$ cat src/rtl/servo_pkg.sv
package servo_pkg;

  typedef enum logic {
    FRAME_SHORT = 1'b0,
    FRAME_LONG  = 1'b1
  } frame_e;

endpackage

$ cat src/rtl/servo_frame_counter.sv
module servo_frame_counter
  import servo_pkg::*;
#(
  parameter int CNT_W = 15
) (
  input  logic             clk,
  input  logic             rst,
  input  frame_e           mode_q,
  output logic [CNT_W-1:0] cnt_q,
  output logic             wrap
);

  localparam logic [CNT_W-1:0] TERM_LONG  = {CNT_W{1'b1}};
  localparam logic [CNT_W-1:0] TERM_SHORT = {1'b0, {(CNT_W-1){1'b1}}};

  logic [CNT_W-1:0] term;

  always_comb begin
    term = (mode_q == FRAME_LONG) ? TERM_LONG : TERM_SHORT;
    wrap = (cnt_q == term);
  end

  always_ff @(posedge clk) begin
    if (rst || wrap) cnt_q <= '0;
    else             cnt_q <= cnt_q + 1'b1;
  end

  AST_COUNT_STEP: assert property (@(posedge clk) disable iff (rst)
    !wrap |=> cnt_q == $past(cnt_q) + 1'b1);

  AST_WRAP_ZERO: assert property (@(posedge clk) disable iff (rst)
    wrap |=> cnt_q == '0);

  AST_SHORT_HIGH_BIT: assert property (@(posedge clk) disable iff (rst)
    mode_q == FRAME_SHORT |-> !cnt_q[CNT_W-1]);

endmodule

$ cat src/rtl/servo_frame_latch.sv
module servo_frame_latch
  import servo_pkg::*;
#(
  parameter int POS_W   = 10,
  parameter int WID_W   = 15,
  parameter int MIN_W   = 1000,
  parameter int POS_MAX = 1000
) (
  input  logic             clk,
  input  logic             rst,
  input  logic             wrap,
  input  logic [POS_W-1:0] pos_i,
  input  frame_e           sel_i,
  output logic [WID_W-1:0] width_q,
  output frame_e           mode_q
);

  localparam logic [POS_W-1:0] POS_CAP = POS_W'(POS_MAX);
  localparam logic [WID_W-1:0] WID_MIN = WID_W'(MIN_W);
  localparam logic [WID_W-1:0] WID_TOP = WID_W'(MIN_W + POS_MAX);

  logic [POS_W-1:0] pos_c;
  logic [WID_W-1:0] width_d;

  always_comb begin
    pos_c   = (pos_i > POS_CAP) ? POS_CAP : pos_i;
    width_d = WID_MIN + WID_W'(pos_c);
  end

  always_ff @(posedge clk) begin
    if (rst || wrap) begin
      width_q <= width_d;
      mode_q  <= sel_i;
    end
  end

  AST_HOLD_MIDFRAME: assert property (@(posedge clk) disable iff (rst)
    !wrap |=> $stable(width_q) && $stable(mode_q));

  AST_WIDTH_RANGE: assert property (@(posedge clk) disable iff (rst)
    width_q >= WID_MIN && width_q <= WID_TOP);

endmodule

$ cat src/rtl/servo_pulse_out.sv
module servo_pulse_out #(
  parameter int CNT_W = 15
) (
  input  logic             clk,
  input  logic             rst,
  input  logic [CNT_W-1:0] cnt_q,
  input  logic [CNT_W-1:0] width_q,
  output logic             pulse_o
);

  always_ff @(posedge clk) begin
    if (rst) pulse_o <= 1'b0;
    else     pulse_o <= (cnt_q < width_q);
  end

  AST_RISE_AT_START: assert property (@(posedge clk) disable iff (rst)
    $rose(pulse_o) |-> cnt_q == CNT_W'(1));

  AST_PULSE_LEN: assert property (@(posedge clk) disable iff (rst)
    !$past(rst) && $fell(pulse_o) |-> cnt_q == width_q + 1'b1);

endmodule

$ cat src/rtl/servo_pulse_gen.sv
module servo_pulse_gen
  import servo_pkg::*;
#(
  parameter int CNT_W   = 15,
  parameter int POS_W   = 10,
  parameter int MIN_W   = 1000,
  parameter int POS_MAX = 1000
) (
  input  logic             clk,
  input  logic             rst,
  input  logic             frame_sel_i,
  input  logic [POS_W-1:0] position_i,
  output logic             pulse_o
);

  logic [CNT_W-1:0] cnt_q;
  logic [CNT_W-1:0] width_q;
  logic             wrap;
  frame_e           mode_q;
  frame_e           sel_e;

  assign sel_e = frame_e'(frame_sel_i);

  servo_frame_counter #(.CNT_W(CNT_W)) u_cnt (
    .clk    (clk),
    .rst    (rst),
    .mode_q (mode_q),
    .cnt_q  (cnt_q),
    .wrap   (wrap)
  );

  servo_frame_latch #(
    .POS_W  (POS_W),
    .WID_W  (CNT_W),
    .MIN_W  (MIN_W),
    .POS_MAX(POS_MAX)
  ) u_latch (
    .clk    (clk),
    .rst    (rst),
    .wrap   (wrap),
    .pos_i  (position_i),
    .sel_i  (sel_e),
    .width_q(width_q),
    .mode_q (mode_q)
  );

  servo_pulse_out #(.CNT_W(CNT_W)) u_out (
    .clk    (clk),
    .rst    (rst),
    .cnt_q  (cnt_q),
    .width_q(width_q),
    .pulse_o(pulse_o)
  );

  AST_RESET_CLEAR: assert property (@(posedge clk)
    rst |=> cnt_q == '0 && !pulse_o);

endmodule

$ cat config.mk
export PLATFORM = sky130hd
export DESIGN_NAME = servo_pulse_gen
export DESIGN_NICKNAME = d
export VERILOG_FILES = /design/src/rtl/servo_pkg.sv /design/src/rtl/servo_frame_counter.sv /design/src/rtl/servo_frame_latch.sv /design/src/rtl/servo_pulse_out.sv /design/src/rtl/servo_pulse_gen.sv
export SDC_FILE = /design/constraint.sdc
export NUM_CORES = 1
export LEC_CHECK = 0
export BUFFER_PORTS_ARGS = -buffer_cell sky130_fd_sc_hd__buf_2
export CORE_UTILIZATION = 30
export CTS_CLUSTER_DIAMETER = 60
export DETAILED_ROUTE_END_ITERATION = 6
export PLACE_DENSITY_LB_ADDON = 0.1
export SYNTH_ARGS = -nofsm -noshare
export SYNTH_HDL_FRONTEND = slang
export SYNTH_SLANG_ARGS = --single-unit
$ cat constraint.sdc
create_clock -name clk -period 4.3 [get_ports clk]
set_clock_uncertainty 0.05 [all_clocks]
set_input_delay 0.43 -clock clk [delete_from_list [all_inputs] [get_ports clk]]
set_output_delay 0.43 -clock clk [all_outputs]
set_load 0.02 [all_outputs]
==> results of run 1 <==
[state kept, by name, indices dropped and copies added, names as in the netlist]
name and cells:
u_latch.width_q 11, u_cnt.cnt_q 15, u_latch.mode_q 1, u_out.pulse_o 1
[cells by family (layout without fill, tap and decap cells)]
logic type	after synthesis	count (layout)
compound gates	12	12
xor+xnor	19	19
simple gates	58	58
fa+ha+maj	12	12
flops	28	28
buf+inv	16	32
[where the power goes]
part	internal (uW)	switching [uW]
combinational	19.8	25.1
clock	64.2	82.1
sequential	292	5.93
total	376	113
[final timing paths]
kind,endpoint,slack [ps],cells after the start
worst min-delay path,u_latch.mode_q,280,1
worst max-delay path,u_latch.width_q[6],2350,4
worst min register to register,u_cnt.cnt_q[0],430,1
worst max register to register,u_latch.width_q[6],2350,4
[worst max-delay path, delay by kind of cell, from the launching register on]
kind                       cells  cell delay (ps)
adders and majority gates      1              230
AOI/OAI and AO/OA              1              500
and+or+nand+nor                2              410
DFF                            1              400
[layout make-up]
class,count,area [um2]
Timing Repair Buffer,13,65.1
Inverter,15,56.3
Clock buffer,3,41.3
Tap cell,67,83.8
Clock inverter,1,3.75
Multi-Input combinational cell,101,734
Fill cell,521,3090
Sequential cell,28,681
[per-layer routing]
layer | vias up | global-route usage
met1 | 445 | 0.150
li1 | 527 | -
met3 | 4 | 0.0167
met4 | 0 | 0.0458
met5 | - | 0
met2 | 16 | 0.184
[metrics by stage]
step | util | std cells | worst slack (ps) | hold WS, ps | area (um2)
3_3_place_gp | 0.341 | 224 | 2170 | 410 | 1620
4_1_cts | 0.350 | 228 | 2310 | 280 | 1670
6_report | 0.350 | 228 | 2350 | 278 | 1670
3_5_place_dp | 0.341 | 224 | 2090 | 416 | 1620
5_1_grt | 0.350 | 228 | 2180 | 275 | 1670
2_1_floorplan | - | 145 | 2340 | 387 | 1480
[placed cells by master, fill, tap and decap left out, drive strengths merged]
master / count
a21oi: 4
or4: 1
clkinv: 1
inv: 15
a21o: 3
nor2: 20
nor2b: 2
edfxtp: 12
xnor2: 13
and2: 4
nand4: 4
nor4: 4
nand4bb: 1
dfxtp: 16
nand2: 4
or3: 2
xor2: 6
o21ai: 3
buf: 13
clkbuf: 3
nand3: 6
nor3: 8
nand2b: 2
ha: 12
a2111oi: 2
==> run_results.csv, run 1 <==
group,metric,value,unit
run_status,outcome,"finished clean",
die,coreArea,4750,um2
placed_design,hpwl,1940,um
yosys,synthSimpleGateAreaFrac,0.230,
worst_setup_path,crit_arrival,1820,ps
global_route,grt_max_degree,26,
detailed_routing,first_iter_violations,42,
clock_tree,clk-insertion-delay-late,270,ps
detailed_routing,post_drt_wl_per_cell,11.4,um
worst_hold_path,hold_start,"frame_sel_i",
worst_setup_path,cp-start-kind,"flip-flop",
clock_tree,cts_sinks,28,
timing,hold_viol_final,0,
worst_setup_path,crit_chain,"ha_1 -> nand3_2 -> nor3_2 -> a21o_2",
global_route,antenna_found_initial,0,
power_and_ir_drop,power,489,uW
yosys,synthMostInstantiatedCell,"nor2_1",
clock_tree,cts_buffer_depth,2,
clock_tree,htree_levels,1,
global_route,grt_usage,0.113,
timing,fmax,0.513,GHz
detailed_routing,vias,992,
clock_tree,tritoncts,"yes",
die,initial_core_util,0.312,
timing,fin_crit,1950,ps
yosys,synthXorXnorAreaFrac,0.112,
yosys,synth_top_flop_cell,"dfxtp_1",
global_route,gr-total-overflow,0,
detailed_routing,wl_met2,1190,um
timing,relSlewSlack,0.657,
die,dieWidth,72.3,um
worst_setup_path,crit_fanout,25,
yosys,syn_nets,170,
worst_setup_path,r2r-start,"u_cnt.cnt_q[0]",
power_and_ir_drop,p_leak,0.000644,uW
yosys,syn_area_per_cell,10.2,um2
run,maxCapViolCount,0,
timing,setup_violations,0,
yosys,synth.distinct_cells,27,
detailed_routing,drc,0,
global_route,grt_pass1_wl,4570,um
worst_setup_path,crit_slowest_cell,"a21o_2",
worst_setup_path,crit_start,"u_cnt.cnt_q[0]",
placed_design,portBuffers,13,
worst_setup_path,max_stage_delay,500,ps
worst_setup_path,crit_required,4170,ps
detailed_routing,drt_pass1_iterations,4,
timing,fin_tns_setup,0,ps
yosys,synth_commonest_cells,"nor2_1, dfxtp_1, inv_1",
layout,area_growth_syn_to_layout,12.3,%
yosys,ys_seq_elements,28,
layout,final_layout_size_suffix_gt1_frac,0.161,
worst_hold_path,hold_class,"in2reg",
die,dieArea,5230,um2
clock_tree,cts_hold_buf,0,
die,num_io_pins,14,
yosys,yosysTopAreaCell,"edfxtp_1",
clock_tree,cts_resized,0,
yosys,ys_seq_area_frac,0.459,
yosys,synth_top_family_by_area,"simple AND/OR/NAND/NOR gates",
power_and_ir_drop,cellPowerDensity,294,nW/um2
yosys,async_flop_share,0,
yosys,synth_fa_ha_area_frac,0.101,
yosys,syn_area,1480,um2
detailed_routing,vias_per_cell,4.35,
detailed_routing,ant_nets,0,
yosys,synth_mux_area_frac,0,
yosys,synth_edf_count,12,
clock_tree,path_clk_slew,100,ps
die,die-height,72.3,um
detailed_routing,highest_layer,"met4",
yosys,synth-compound-area-share,0.0515,
yosys,netlist.area_leader.share,0.243,
detailed_routing,drt_wl_total,2610,um
timing,rsz0062_at_grt,"false",
timing,finalCritPeriodShare,0.453,
yosys,synthTopCellsByArea,"edfxtp_1, dfxtp_1, ha_1",
layout,diodes,0,
placed_design,place_congestion,0.786,
layout,fin_nets,187,
timing,slew_violations,0,
detailed_routing,drt-met1-wl,1340,um
die,std_cell_rows,25,
clock_tree,cts_made_buffers,3,
worst_setup_path,crit_type,"reg2reg",
yosys,syn_inst,145,
clock_tree,postCtsSetupBuffers,0,
timing,worst_slew_pin_slew,515,ps
power_and_ir_drop,vdd_drop_max,0.000116,V
clock_tree,cts-root-buf,"clkbuf_8",
detailed_routing,wl_met3,51,um
global_route,grt_pass1_vias,1012,
yosys,ys_warn_count,0,
worst_setup_path,end_kind,"flip-flop",
(Power assumes the default switching activity.)
==> run 2, diff against run 1 <==
Clock period 4.3 ns to 1.7 ns, I/O delays scaled along.
==> run_results.csv, run 2 (synthesis results as in run 1) <==
group,metric,value,unit
clock_tree,postCtsSetupBuffers,0,
power_and_ir_drop,power.internal,1130,uW
worst_setup_path,path_buf_inv,1,
placed_design,portBuffers,13,
worst_setup_path,crit_fanout,15,
worst_setup_path,crit_required,1650,ps
clock_tree,cts_sinks,28,
layout,largest_reg_flops,15,
timing,setup_violations,0,
global_route,grt_pass1_vias,1116,
timing,hold_viol_final,0,
power_and_ir_drop,power,1420,uW
die,coreArea,4750,um2
run_status,outcome,"finished clean",
layout,largest-register,"u_cnt.cnt_q",
worst_setup_path,cp-start-kind,"flip-flop",
layout,layout_commonest_cell,"nor2_1",
layout,reg_top3,"u_cnt.cnt_q: 15 flops, u_latch.width_q: 11 flops",
run,maxCapViolCount,0,
detailed_routing,drt_pass1_iterations,3,
detailed_routing,first_iter_violations,35,
die,std_cell_rows,25,
layout,fin_nets,204,
detailed_routing,drt_wl_total,2590,um
die,die-height,72.3,um
power_and_ir_drop,p_clk_frac,0.367,
detailed_routing,vias,1062,
worst_setup_path,max_stage_delay,390,ps
die,dieArea,5230,um2
timing,worst_slew_pin_slew,398,ps
power_and_ir_drop,vdd_drop_max,0.000442,V
die,initial_core_util,0.312,
power_and_ir_drop,switching_share,0.203,
detailed_routing,drc,0,
global_route,grt_pass1_wl,4690,um
global_route,antenna_found_initial,0,
worst_setup_path,crit_chain,"ha_2 -> nand3_2 -> nor3_2 -> a21o_2 -> buf_12",
placed_design,dp_cells,241,
layout,area_growth_syn_to_layout,24.6,%
clock_tree,cts-root-buf,"clkbuf_8",
global_route,gr-total-overflow,0,
detailed_routing,post_drt_wl_per_cell,10.6,um
clock_tree,clk-insertion-delay-late,270,ps
power_and_ir_drop,cellPowerDensity,767,nW/um2
power_and_ir_drop,p_leak,0.000744,uW
die,dieWidth,72.3,um
clock_tree,htree_levels,1,
timing,fmax,0.631,GHz
worst_hold_path,hold_class,"in2reg",
worst_setup_path,crit_arrival,1530,ps
clock_tree,cts_buffer_depth,2,
global_route,grt_max_degree,17,
detailed_routing,ant_nets,0,
worst_setup_path,crit_type,"reg2reg",
die,num_io_pins,14,
layout,mostFrequentLayoutCells,"nor2_1, dfxtp_1, inv_1, buf_4",
global_route,grt_usage,0.114,
timing,rsz0062_at_grt,"false",
placed_design,place_congestion,0.792,
clock_tree,tritoncts,"yes",
layout,final_layout_size_suffix_gt1_frac,0.253,
clock_tree,cts_resized,0,
worst_setup_path,end_kind,"flip-flop",
worst_setup_path,crit_slowest_cell,"dfxtp_1",
timing,slew_violations,0,
power_and_ir_drop,p_switching,288,uW
layout,diodes,0,
layout,nFillCells,527,
clock_tree,cts_hold_buf,0,
clock_tree,cts_made_buffers,3,
layout,post-route-util,0.389,
power_and_ir_drop,p_comb_frac,0.103,
worst_setup_path,critical-path-top-delay-family,"flip-flops",
timing,fin_crit,1580,ps
placed_design,hpwl,2060,um
layout,stdcell_count,245,
timing,relSlewSlack,0.728,
detailed_routing,vias_per_cell,4.33,
clock_tree,path_clk_slew,100,ps
timing,finalCritPeriodShare,0.932,
power_and_ir_drop,p_seq_frac,0.530,
run 2: final timing paths:
check	slack (ps)	cells past startpoint	startpoint	to
setup reg to reg	120	5	u_cnt.cnt_q[1]	u_latch.width_q[1]
hold reg to reg	490	2	u_cnt.cnt_q[0]	u_cnt.cnt_q[0]
setup / recovery	120	5	u_cnt.cnt_q[1]	u_latch.width_q[1]
hold / removal	20	1	frame_sel_i	u_latch.mode_q
run 2: worst register-to-register path, stage by stage, from the launching register on:
cell and delay, ps:
dfxtp_1 390, ha_2 220, nand3_2 100, nor3_2 180, a21o_2 220, buf_12 150
run 2: power groups by stage:
| stage | clock network [uW] | logic [uW] | registers, uW |
|---|---|---|---|
| final | 520 | 146 | 752 |
| after detailed placement | 0 | 148 | 768 |
| after floorplan | 0 | 73.6 | 767 |
| after global routing | 571 | 170 | 756 |
| after global placement | 0 | 144 | 768 |
| after CTS | 545 | 149 | 753 |
run 2: area by class of cell:
type,instances,area (um2),area share
clock inverter,1,30.0,0.0162
timing repair buffer,30,218,0.118
multi-input combinational,101,738,0.399
tap,67,83.8,0.0454
clock buffer,3,41.3,0.0223
sequential,28,681,0.368
inverter,15,56.3,0.0305
run 2: through the flow:
step                cell area [um2]  setup slack, ps  hold slack (ps)  setup TNS (ps)
floorplan                      1480             2.89              192               0
global placement               1770            -72.6              301            -126
detailed placement             1770             -108              298            -226
CTS                            1840             95.0             9.37               0
global route                   1850             9.98           0.0379               0
finish                         1850              116             20.1               0
run 2: layer usage:
layer / up-vias / global-route usage / part of all wire
met5: - / 0 / 0
met4: 0 / 0.0458 / 0.0085
met3: 2 / 0.0181 / 0.025
met2: 14 / 0.205 / 0.49
met1: 484 / 0.136 / 0.48
li1: 562 / - / -
